[config.mk]
export PLATFORM = sky130hd
export DESIGN_NAME = digit_seq_display
export DESIGN_NICKNAME = d
export VERILOG_FILES = /design/src/rtl/digit_disp_pkg.sv /design/src/rtl/step_prescaler.sv /design/src/rtl/updown_state.sv /design/src/rtl/digit_lookup.sv /design/src/rtl/seg_decoder.sv /design/src/rtl/digit_seq_display.sv
export SDC_FILE = /design/constraint.sdc
export NUM_CORES = 1
export LEC_CHECK = 0
export BUFFER_PORTS_ARGS = -buffer_cell sky130_fd_sc_hd__buf_2
export CORE_ASPECT_RATIO = 1.25
export CORE_MARGIN = 2
export CORE_UTILIZATION = 40
export CTS_CLUSTER_SIZE = 24
export DETAILED_ROUTE_END_ITERATION = 7
export PLACE_DENSITY_LB_ADDON = 0.05
export SYNTH_ARGS = -nofsm -noshare
export SYNTH_HDL_FRONTEND = slang
export SYNTH_SLANG_ARGS = --single-unit
[constraint.sdc]
create_clock -name clk_i -period 2.04 [get_ports clk_i]
set_clock_uncertainty 0.1 [all_clocks]
set_input_delay 0.102 -clock clk_i [delete_from_list [all_inputs] [get_ports clk_i]]
set_output_delay 0.102 -clock clk_i [all_outputs]
set_load 0.005 [all_outputs]
[src/rtl/digit_disp_pkg.sv]
package digit_disp_pkg;
  typedef logic [3:0] bcd_t;
  typedef logic [6:0] seg_t;
  localparam seg_t SEG_BLANK_N = 7'h7F;
  localparam seg_t SEG_ZERO_N  = 7'h40;
endpackage

[src/rtl/step_prescaler.sv]
module step_prescaler #(
  parameter int unsigned DIV_COUNT = 50_000_000
) (
  input  logic clk_i,
  input  logic rst_ni,
  output logic step_o
);
  localparam int unsigned CW = (DIV_COUNT > 1) ? $clog2(DIV_COUNT) : 1;
  localparam logic [CW-1:0] LAST = CW'(DIV_COUNT - 1);

  logic [CW-1:0] cnt_q;

  always_ff @(posedge clk_i or negedge rst_ni) begin
    if (!rst_ni)            cnt_q <= '0;
    else if (cnt_q == LAST) cnt_q <= '0;
    else                    cnt_q <= cnt_q + 1'b1;
  end

  assign step_o = (cnt_q == LAST);

  generate
    if (DIV_COUNT > 1) begin : g_chk
      assert_step_single_R5: assert property (@(posedge clk_i) disable iff (!rst_ni)
        step_o |=> !step_o);
    end
  endgenerate
endmodule

[src/rtl/updown_state.sv]
module updown_state #(
  parameter int unsigned SW = 3
) (
  input  logic          clk_i,
  input  logic          rst_ni,
  input  logic          step_i,
  input  logic          up_i,
  output logic [SW-1:0] state_o
);
  logic [SW-1:0] state_q;

  // modulo 2**SW wrap falls out of the register width
  always_ff @(posedge clk_i or negedge rst_ni) begin
    if (!rst_ni)     state_q <= '0;
    else if (step_i) state_q <= up_i ? state_q + 1'b1 : state_q - 1'b1;
  end

  assign state_o = state_q;

  assert_hold_R4: assert property (@(posedge clk_i) disable iff (!rst_ni)
    !step_i |=> $stable(state_q));
  assert_up_R2: assert property (@(posedge clk_i) disable iff (!rst_ni)
    (step_i && up_i) |=> (state_q == SW'($past(state_q) + 1'b1)));
  assert_down_R3: assert property (@(posedge clk_i) disable iff (!rst_ni)
    (step_i && !up_i) |=> (state_q == SW'($past(state_q) - 1'b1)));
endmodule

[src/rtl/digit_lookup.sv]
module digit_lookup
  import digit_disp_pkg::*;
#(
  parameter int unsigned SW = 3,
  localparam int unsigned NS = 1 << SW,
  parameter logic [(NS-1)*4-1:0] DIGITS = '0
) (
  input  logic          clk_i,
  input  logic          rst_ni,
  input  logic [SW-1:0] state_i,
  output bcd_t          digit_o
);
  bcd_t table_w [NS];

  // position 0 is pinned to zero, the rest come from the parameter
  assign table_w[0] = '0;
  generate
    for (genvar k = 1; k < NS; k++) begin : g_tab
      assign table_w[k] = DIGITS[4*k-1 -: 4];
    end
  endgenerate

  assign digit_o = table_w[state_i];

  assert_zero_pos_R6: assert property (@(posedge clk_i) disable iff (!rst_ni)
    (state_i == '0) |-> (digit_o == 4'd0));
endmodule

[src/rtl/seg_decoder.sv]
module seg_decoder
  import digit_disp_pkg::*;
(
  input  logic clk_i,
  input  logic rst_ni,
  input  bcd_t digit_i,
  output seg_t seg_no
);
  seg_t lit;  // active-high {g,f,e,d,c,b,a}
  seg_t seg_q;

  always_comb begin
    unique case (digit_i)
      4'd0:    lit = 7'b0111111;
      4'd1:    lit = 7'b0000110;
      4'd2:    lit = 7'b1011011;
      4'd3:    lit = 7'b1001111;
      4'd4:    lit = 7'b1100110;
      4'd5:    lit = 7'b1101101;
      4'd6:    lit = 7'b1111101;
      4'd7:    lit = 7'b0000111;
      4'd8:    lit = 7'b1111111;
      4'd9:    lit = 7'b1101111;
      default: lit = 7'b0000000;
    endcase
  end

  always_ff @(posedge clk_i or negedge rst_ni) begin
    if (!rst_ni) seg_q <= SEG_ZERO_N;
    else         seg_q <= ~lit;
  end

  assign seg_no = seg_q;

  assert_blank_R8: assert property (@(posedge clk_i) disable iff (!rst_ni)
    (digit_i > 4'd9) |=> (seg_no == SEG_BLANK_N));
endmodule

[src/rtl/digit_seq_display.sv]
module digit_seq_display
  import digit_disp_pkg::*;
#(
  parameter int unsigned DIV_COUNT = 50_000_000,
  parameter logic [27:0] DIGITS = {4'd9, 4'd1, 4'd0, 4'd5, 4'd5, 4'd6, 4'd2}
) (
  input  logic       clk_i,
  input  logic       rst_ni,
  input  logic       up_i,
  output logic [6:0] seg_no,
  output logic [2:0] state_o,
  output logic [3:0] digit_o
);
  localparam int unsigned SW = 3;

  logic step;

  step_prescaler #(.DIV_COUNT(DIV_COUNT)) u_presc (
    .clk_i(clk_i), .rst_ni(rst_ni), .step_o(step)
  );

  updown_state #(.SW(SW)) u_state (
    .clk_i(clk_i), .rst_ni(rst_ni), .step_i(step), .up_i(up_i), .state_o(state_o)
  );

  digit_lookup #(.SW(SW), .DIGITS(DIGITS)) u_lut (
    .clk_i(clk_i), .rst_ni(rst_ni), .state_i(state_o), .digit_o(digit_o)
  );

  seg_decoder u_seg (
    .clk_i(clk_i), .rst_ni(rst_ni), .digit_i(digit_o), .seg_no(seg_no)
  );
endmodule

* After elaboration in Yosys (flattened, before gate mapping)
Memories as Yosys holds them, arrays and structs flattened. Index checks and enable logic that the tools add are counted.
Word-level totals: register bits 36, memory bits (read-only) 144, input bits 3, logic and storage cells 16, memories 2
Cells by class: add/subtract/negate cells 3, order comparisons 1, eq/ne operators 1, muxes and demuxes 4, bitwise gates (word level) 2
Memories:
- (no name shown) | words 16, bits a word 7, read ports 1, clocked after memory_dff 0, wr ports 0, line seg_decoder.sv:13 | unique case (digit_i)
- (no name shown) | words 8, bits a word 4, read ports 1, clocked after memory_dff 0, wr ports 0, line digit_lookup.sv:23 | assign digit_o = table_w[state_i];
Operators with widths (count):
- adder 26 x 1 -> 26 bit (second input constant) | 1
- == test 26 bit (second input constant) | 1
- 2-to-1 mux 26 bit | 1
- 2-to-1 mux 4 bit | 2
- inverter 7 bit | 1
- >= comparator 4 bit (second input constant) | 1
- inverter 3 -> 4 bit | 1
- adder 3 x 1 -> 3 bit (second input constant) | 1
- 2-to-1 mux 3 bit | 1
- subtractor 3 x 1 -> 3 bit (second input constant) | 1

* Logic depth before layout (Yosys ltp)
Gate-level depths: netlist (run 1). An unclocked memory read counts as a cell.
depth in word-level cells 6, depth in mapped cells 7

* By module
Synthesis (run 1) repeated with hierarchy kept, for this count alone.
Unflattened totals: cells, all modules 187, area, all modules 1923.1 sq um
Modules (own cells, without submodules):
- step_prescaler | instances 1, cells an instance 134, area an instance 1337.5 sq um, sequential area each 650.6 sq um
- seg_decoder | instances 1, cells an instance 35, area an instance 366.6 sq um, sequential area each 176.4 sq um
- updown_state | instances 1, cells an instance 10, area an instance 140.1 sq um, sequential area each 75.1 sq um
- digit_lookup | instances 1, cells an instance 8, area an instance 78.8 sq um, sequential area each 0.0 sq um

* Worst setup path before layout (run 1)
Ideal clock, no wire load.
path kind reg2reg, from register u_presc.cnt_q[0], to register u_presc.cnt_q[22], arrival 1646 ps, required time 1867 ps, setup slack 221 ps, stages on the path, launching flop included 7, clock period less this slack 1819 ps, path through dfrtp_1 -> ha_1 -> and3_1 -> buf_2 -> nand4_4 -> or4_4 -> a21oi_2
On the way: cells in the longest elaborated chain, start to end 2, elaborated cells on any way between the ends 3, those cells by class add/sub (1); eq/ne (1); mux (1)
Ends and longest elaborated chain:
- from (decl) | line step_prescaler.sv:11 | logic [CW-1:0] cnt_q;
- from (signal assigned) | line step_prescaler.sv:16 | else cnt_q <= cnt_q + 1'b1;
- adder 26 x 1 -> 26 bit or == test 26 bit (tied branches) | line step_prescaler.sv:16, step_prescaler.sv:15
- 2-to-1 mux 26 bit (*) | line step_prescaler.sv:15 | else if (cnt_q == LAST) cnt_q <= '0;
Mark *: on every way between the ends. The rest lies on a longest branch, timed or not. A chain may end at the register's enable or synchronous reset.

* Final worst setup path (run 1)
Same ends and word-level chain as after synthesis.

==> results.toml, run 1 <==
[run_status]
outcome = "finished clean"

[power_and_ir_drop]
peakVddDrop_mv = 0.307
power.density_nw_per_um2 = 647
p_leak_nw = 1.02

[clocking]
cts_sinks = 36
clk_pin_slew_ps = 70
clk_latency_ps = 280
cts_root_buffer = "clkbuf_8"
cts_made_buffers = 5
post_cts_buffers = 0
clockBufferDepth = 2
cts_tree = "yes"
cts-htree-levels = 2

[floorplanning]
die_h_um = 80.0
die_area_um2 = 5190
die_w_um = 64.8
rows = 27
core_area_um2 = 4430
io_pins = 17
start_util_pct = 41.8

[global_routing]
track_usage_pct = 16.7
use_met1_pct = 19.4
grt_pass1_wl_mm = 6.67
antenna_found_initial = 0
top_usage_layer = "met2"
grt_max_degree = 37
grt_pass1_vias = 1429
grt-ovfl-total = 0
use_met3_pct = 3.39
grt_use_met2_pct = 30.6

[hold_path]
hp-class = "input port to flip-flop"

[timing]
fin_crit_ps = 1920
fin_tns_setup_ps = 0
max_freq_mhz = 520
hold_viol_final = 0
rsz0062_at_grt = "no"
tightest_slew_ps = 800
fin_crit_sh_pct = 94.3
slew_headroom_pct = 46.7
drv_slew = 0
setup_viol_count_final = 0

[placed_design]
numPortBuffers = 16
hpwlAfterDp_mm = 2.70
place_area_um2 = 2020
routabilityCongestion = 0.751

[critical_path]
crit_required_ps = 2160
cp_data_arrival_time_ps = 2040
end_kind = "flip-flop"
path_delay_family = "simple AND/OR/NAND/NOR gates"
cp_max_fo = 10
critical_path_class = "flip-flop to flip-flop"
crit_slowest_cell = "or4_4"
start_kind = "flip-flop"
worstPathCellList = "ha_1, and3_1, nand4_4, or4_4, a21oi_2"
critPathBufInv = 0
critical-path-max-stage-delay_ps = 560

[final_layout]
layout-drive-gt1-share_pct = 22.9
fill_cells = 425
n_antenna_cell = 0
fin_area_um2 = 2150
synthToLayoutAreaGrowth_pct = 16.0
final_net_count = 211

[logic_synthesis]
yosys-top-cells-count = "dfrtp_1, inv_1, nand2_1, o21ai_0"
async_flop_share_pct = 100
netlist_area_um2 = 1850
seq_area_frac_synth_pct = 48.7
syn_inst = 174
synth_fp_nets = 185
synth_top_cell_area_share_pct = 47.3
synth_edf_count = 0
synth_warnings = 0
yosysMostFrequentCell = "dfrtp_1"
yosys.area.top_type = "dfrtp_1"
ys.flop_type = "dfrtp_1"
synthDistinctLibCells = 40
synth_area_per_cell_um2 = 10.6
synth.area.top_cells = "dfrtp_1, ha_1, xor2_1, xnor2_1, o21ai_0"
synth-seq-cells = 36

[job]
cap_violations = 0

[drt]
viasPerCell = 5.30
vias = 1373
drc = 0
drtIter0Drc = 42
routed_wl_mm = 3.70
drt_pass1_iterations = 4
routedWlPerCell_um = 14.3
ant_nets = 0
## power by group
part           leakage, nW  internal (mW)  total, mW  switching, mW
Sequential           0.475          0.721      0.725        0.00380
Combinational        0.488         0.0159     0.0433         0.0274
Clock               0.0541          0.361      0.621          0.260
Total                 1.02           1.10       1.39          0.291
## per-layer routing
| layer | wire [um] | vias up |
|---|---|---|
| li1 | - | 664 |
| met1 | 1610 | 689 |
| met2 | 1960 | 15 |
| met3 | 88 | 5 |
| met4 | 42 | 0 |
| met5 | 0 | - |
## tightest hold or removal path: cells and delay by family
kind | cells | cell delay, ps
xor+xnor | 2 | 160
buf+inv | 1 | 100
simple gates | 1 | 170
## layout make-up
class | instances | area, um^2 | share of cell area (%)
inverter | 12 | 45.0 | 2.10
multi-input combinational | 121 | 872 | 40.6
timing repair buffer | 24 | 143 | 6.64
tap | 58 | 72.6 | 3.38
clock buffer | 5 | 68.8 | 3.21
clock inverter | 3 | 42.5 | 1.98
sequential | 36 | 903 | 42.1
## kinds of logic after synthesis
| group | after synthesis | share of synthesized area [%] |
|---|---|---|
| flip-flops | 36 | 48.7 |
| buffers and inverters | 17 | 4.12 |
| XOR/XNOR | 17 | 8.05 |
| AND/OR/NAND/NOR | 65 | 22.2 |
| AO/OA/AOI/OAI | 28 | 9.33 |
| adder cells (fa/ha/maj) | 8 | 5.81 |
| multiplexers | 3 | 1.69 |
## metrics by stage
| step | hold slack (ps) | power, mW | cells | setup WS (ps) | util, % |
|---|---|---|---|---|---|
| floorplan | -294 | 0.752 | 174 | 221 | - |
| global placement | 128 | 0.781 | 250 | 189 | 45.7 |
| detailed placement | 148 | 0.783 | 250 | 125 | 45.7 |
| CTS | 165 | 1.41 | 259 | 101 | 48.5 |
| global route | 202 | 1.46 | 259 | 8.05 | 48.5 |
| finish | 179 | 1.39 | 259 | 116 | 48.5 |
## timing repair
action                     in CTS  in global routing
setup endpoints to repair       0                  2
gates resized for setup         0                  1
hold buffers                    1                  0
hold endpoints to repair       35                  0
## sequential cells by signal, indices dropped and copies added, names as in the netlist
signal,count
u_state.state_o,3
u_seg.seg_no,7
u_presc.cnt_q,26
## worst paths after layout
path,startpoint,endpoint,slack [ps],cells after the start
worst min register to register,u_presc.cnt_q[6]$_DFF_PN0_,u_presc.cnt_q[6]$_DFF_PN0_,370,1
worst max-delay path,u_presc.cnt_q[0]$_DFF_PN0_,u_presc.cnt_q[22]$_DFF_PN0_,120,5
min in group asynchronous,rst_ni,u_presc.cnt_q[15]$_DFF_PN0_,330,2
max in group asynchronous,rst_ni,u_state.state_o[0]$_DFFE_PN0N_,950,2
worst min-delay path,up_i,u_state.state_o[2]$_DFFE_PN0N_,180,4
worst max register to register,u_presc.cnt_q[0]$_DFF_PN0_,u_presc.cnt_q[22]$_DFF_PN0_,120,5
## cell usage in the layout (no fill, tap or decap), types with 3 or more instances in the layout
cell and n:
inv_1 12, o31ai_1 6, o21ai_0 10, a21oi_1 6, xor2_1 9, ha_1 7
nand3_1 9, nor2_1 7, xnor2_1 8, nand2_1 11, dfrtp_1 34, and3_1 4
buf_4 7, or3_1 4, buf_2 16, nand4_1 6, a21boi_0 3, clkbuf_8 5
Note: power is estimated with default switching activity, not from simulation.
==> inputs of run 2 (changes only) <==
Settings changed: CORE_UTILIZATION 40 to 58.
==> results.toml, run 2 (synthesized netlist as in run 1, its figures left out) <==
[global_routing]
track_usage_pct = 21.8
antenna_found_initial = 0
grt_pass1_wl_mm = 5.69
grt-ovfl-total = 0
grt_max_degree = 37
grt_pass1_vias = 1375

[run_status]
outcome = "finished clean"

[drt]
ant_nets = 0
drtIter0Drc = 26
routedWlPerCell_um = 13.9
routed_wl_mm = 3.26
drc = 0
viasPerCell = 5.72
drt_pass1_iterations = 4
vias = 1344

[hold_path]
hp-start = "up_i"
hp-class = "input port to flip-flop"
holdPathStages = 4
holdPathEnd = "u_state.state_o[2]$_DFFE_PN0N_"

[power_and_ir_drop]
finalPower_mw = 1.16
peakVddDrop_mv = 0.376
power.density_nw_per_um2 = 562
p_leak_nw = 0.990

[critical_path]
reg2reg_slack_ps = 180
reg2regPathDepth = 5
critPathBufInv = 0
rr_startpoint = "u_presc.cnt_q[0]$_DFF_PN0_"
worstPathCellList = "ha_1, and3_1, nand4_4, or4_4, a21oi_2"
path_delay_family = "simple AND/OR/NAND/NOR gates"
cp_data_arrival_time_ps = 2040
critical-path-max-stage-delay_ps = 540
crit_required_ps = 2220
start_kind = "flip-flop"
end_kind = "flip-flop"
r2r_end = "u_presc.cnt_q[22]$_DFF_PN0_"
crit_slowest_cell = "or4_4"
critical_path_class = "flip-flop to flip-flop"
cp_max_fo = 6

[placed_design]
numPortBuffers = 16
pre_cts_ws_ps = 129
place_inst = 226
routabilityCongestion = 0.838
hpwlAfterDp_mm = 2.43

[timing]
fin_crit_sh_pct = 91.0
drv_slew = 0
max_freq_mhz = 539
fin_tns_setup_ps = 0
slew_headroom_pct = 48.8
hold_viol_final = 0
setup_viol_count_final = 0
rsz0062_at_grt = "no"
worst_slack_ps = 183
fin_crit_ps = 1860
tightest_slew_ps = 768

[floorplanning]
core_area_um2 = 3000
io_pins = 17
rows = 22
start_util_pct = 61.7
die_w_um = 54.5
die_h_um = 67.2
die_area_um2 = 3660

[clocking]
cts_root_buffer = "clkbuf_4"
post_cts_buffers = 0
cts_tree = "yes"
cts_made_buffers = 5
cts-htree-levels = 2
clockBufferDepth = 2
clk_latency_ps = 340
clk_pin_slew_ps = 110
cts_sinks = 36

[final_layout]
largest_register_ffs = 26
n_antenna_cell = 0
layout-drive-gt1-share_pct = 22.1
synthToLayoutAreaGrowth_pct = 11.0
utilization_pct = 68.5
largest_register = "u_presc.cnt_q"
final_net_count = 209
layout_common_cells = "dfrtp_1, buf_2, inv_1"
final_common_cell = "dfrtp_1"
fill_cells = 237
stdcell_count = 235

[job]
cap_violations = 0
[run 2: worst max path at each step]
stage	startpoint	to	slack, ps	depth (start not counted)
after global routing	u_presc.cnt_q[0]$_DFF_PN0_	u_presc.cnt_q[20]$_DFF_PN0_	40	5
after detailed placement	u_presc.cnt_q[4]$_DFF_PN0_	u_presc.cnt_q[25]$_DFF_PN0_	130	4
after global placement	u_presc.cnt_q[4]$_DFF_PN0_	u_presc.cnt_q[25]$_DFF_PN0_	200	4
final	u_presc.cnt_q[0]$_DFF_PN0_	u_presc.cnt_q[22]$_DFF_PN0_	180	5
after CTS	u_presc.cnt_q[4]$_DFF_PN0_	u_presc.cnt_q[25]$_DFF_PN0_	100	4
after floorplan	u_presc.cnt_q[0]$_DFF_PN0_	u_presc.cnt_q[22]$_DFF_PN0_	220	6
[run 2: layer usage]
layer  share of wire, %  track usage [%]  vias to the layer above
li1                   -                -                      662
met1                 44             24.5                      652
met2                 51             36.7                       23
met3                3.2             6.86                        7
met4                1.7             10.3                        0
met5                  0                0                        -
[run 2: stage by stage]
step                      hold slack [ps]  cell area (um^2)
final                                 135              2050
after global routing                  159              2050
after CTS                             123              2050
after detailed placement              125              1980
after global placement                111              1980
after floorplan                      -294              1850
[run 2: power breakdown]
group	internal, mW	switching, mW	total [mW]	leakage [nW]
clock	0.164	0.225	0.389	0.0380
sequential	0.721	0.00358	0.724	0.476
combinational	0.0159	0.0260	0.0419	0.475
total	0.901	0.255	1.16	0.990
[run 2: cell type report]
class | count | area (um^2) | share of cell area (%)
Multi-Input combinational cell | 121 | 873 | 42.5
Timing Repair Buffer | 22 | 128 | 6.21
Tap cell | 36 | 45.0 | 2.19
Clock inverter | 2 | 10.0 | 0.487
Inverter | 12 | 45.0 | 2.19
Sequential cell | 36 | 902 | 43.9
Clock buffer | 6 | 51.3 | 2.50
[run 2: repair_timing]
item | 4_1_cts | 5_1_grt
setup endpoints to repair | 0 | 1
endpoints found under the hold margin | 35 | 0
resized for setup | 0 | 1
hold buffers | 1 | 0
[run 2: worst reg2reg max path: stages, from the launching register on]
cell	delay [ps]
dfrtp_1	400
ha_1	190
and3_1	260
nand4_4	170
or4_4	540
a21oi_2	140
==> inputs of run 3 (changes only) <==
Settings changed: CORE_UTILIZATION 58 to 52, PLACE_DENSITY set to 0.77, PLACE_DENSITY_LB_ADDON 0.05 to unset.
Clock period 2.04 ns to 1.5 ns, I/O delays scaled along.
==> results.toml, run 3 (synthesized netlist as in run 1, its figures left out) <==
[run_status]
outcome = "finished, violations left"
violations = "setup timing"

[placed_design]
routabilityCongestion = 0.823
numPortBuffers = 16
place_inst = 271
place_area_um2 = 2350
hpwlAfterDp_mm = 3.31

[timing]
holdWs_ps = 117
slew_headroom_pct = 61.4
tightest_slew_ps = 575
max_freq_mhz = 480
hold_viol_final = 0
fin_crit_sh_pct = 139
drv_slew = 0
setup_viol_count_final = 32
fin_crit_ps = 2090
rsz0062_at_grt = "yes"
worst_slack_ps = -585

[drt]
routed_wl_mm = 7.27
drtIter0Drc = 198
drc = 0
viasPerCell = 6.44
routedWlPerCell_um = 24.3
vias = 1927
ant_nets = 0
drt_pass1_iterations = 4

[final_layout]
largest_register_ffs = 26
largest_register = "u_presc.cnt_q"
fin_area_um2 = 2930
layout-drive-gt1-share_pct = 57.7
stdcell_count = 299
synthToLayoutAreaGrowth_pct = 58.1
n_antenna_cell = 0
layout_common_cells = "buf_4, dfrtp_1, buf_2"
final_common_cell = "buf_4"
final_net_count = 270

[critical_path]
cp_data_arrival_time_ps = 2200
crit_required_ps = 1610
critical_path_class = "flip-flop to flip-flop"
reg2reg_slack_ps = -590
rr_startpoint = "u_presc.cnt_q[7]$_DFF_PN0_"
end_kind = "flip-flop"
r2r_end = "u_state.state_o[2]$_DFFE_PN0N_"
reg2regPathDepth = 5
cp_max_fo = 3
start_kind = "flip-flop"

[global_routing]
grt_max_degree = 19
track_usage_pct = 31.6
grt_use_met2_pct = 52.9
grt_pass1_vias = 1913
grt-ovfl-total = 0
use_met3_pct = 7.68
antenna_found_initial = 0
top_usage_layer = "met2"
grt_pass1_wl_mm = 9.65
use_met1_pct = 36.8

[clocking]
clockBufferDepth = 2
cts_root_buffer = "clkbuf_8"
cts-htree-levels = 2
clk_pin_slew_ps = 80
clk_latency_ps = 300
cts_made_buffers = 5
cts_tree = "yes"
cts_sinks = 36

[floorplanning]
core_area_um2 = 3450
rows = 24
die_w_um = 57.4
start_util_pct = 53.6
die_h_um = 70.7
io_pins = 17
die_area_um2 = 4050

[power_and_ir_drop]
finalPower_mw = 2.32
peakVddDrop_mv = 1.10
p_leak_nw = 1.42
power.density_nw_per_um2 = 793

[job]
cap_violations = 0

[hold_path]
hp-class = "input port to asynchronous set/reset pin"
[run 3: area by class of cell]
type,instances,area [um^2]
Multi-Input combinational cell,121,1120
Sequential cell,36,906
Timing Repair Buffer,83,642
Fill cell,147,527
Clock inverter,3,90.1
Clock buffer,5,68.8
Inverter,12,50.0
Tap cell,39,48.8
[run 3: repair_timing]
action	4_1_cts	5_1_grt
pin swaps	13	10
hold buffers	1	0
resized for setup	36	31
setup buffers	8	11
endpoints found under the setup margin	31	32
hold endpoints to repair	36	0
[run 3: layer usage]
layer	up-vias	wire, um
li1	783	-
met1	920	2540
met2	160	3490
met3	64	607
met4	0	631
met5	-	0
[run 3: critical path: stages (launching register included)]
cell and delay (ps):
dfrtp_1 430, nor4b_2 340, nand4_1 200, buf_4 180
nor3_1 480, xor2_1 260
[run 3: power by group]
group | internal [mW] | switching [mW]
sequential | 0.980 | 0.00628
combinational | 0.0463 | 0.0621
clock | 0.832 | 0.394
[run 3: worst max path at each step]
stage	startpoint	endpoint	slack (ps)	depth (start not counted)
global route	u_presc.cnt_q[1]$_DFF_PN0_	u_state.state_o[2]$_DFFE_PN0N_	-660	5
CTS	u_presc.cnt_q[0]$_DFF_PN0_	u_presc.cnt_q[20]$_DFF_PN0_	-240	5
global placement	u_presc.cnt_q[1]$_DFF_PN0_	u_presc.cnt_q[20]$_DFF_PN0_	-170	5
detailed placement	u_presc.cnt_q[10]$_DFF_PN0_	u_presc.cnt_q[23]$_DFF_PN0_	-290	5
finish	u_presc.cnt_q[7]$_DFF_PN0_	u_state.state_o[2]$_DFFE_PN0N_	-590	5
floorplan	u_presc.cnt_q[0]$_DFF_PN0_	u_presc.cnt_q[20]$_DFF_PN0_	-250	6
[run 3: per-stage QoR]
stage	util, %	TNS [ps]	setup slack [ps]
after floorplan	-	-2300	-255
after global placement	68.0	-2350	-171
after detailed placement	68.0	-5170	-290
after CTS	78.7	-3740	-243
after global routing	84.7	-8950	-658
final	84.7	-8040	-585
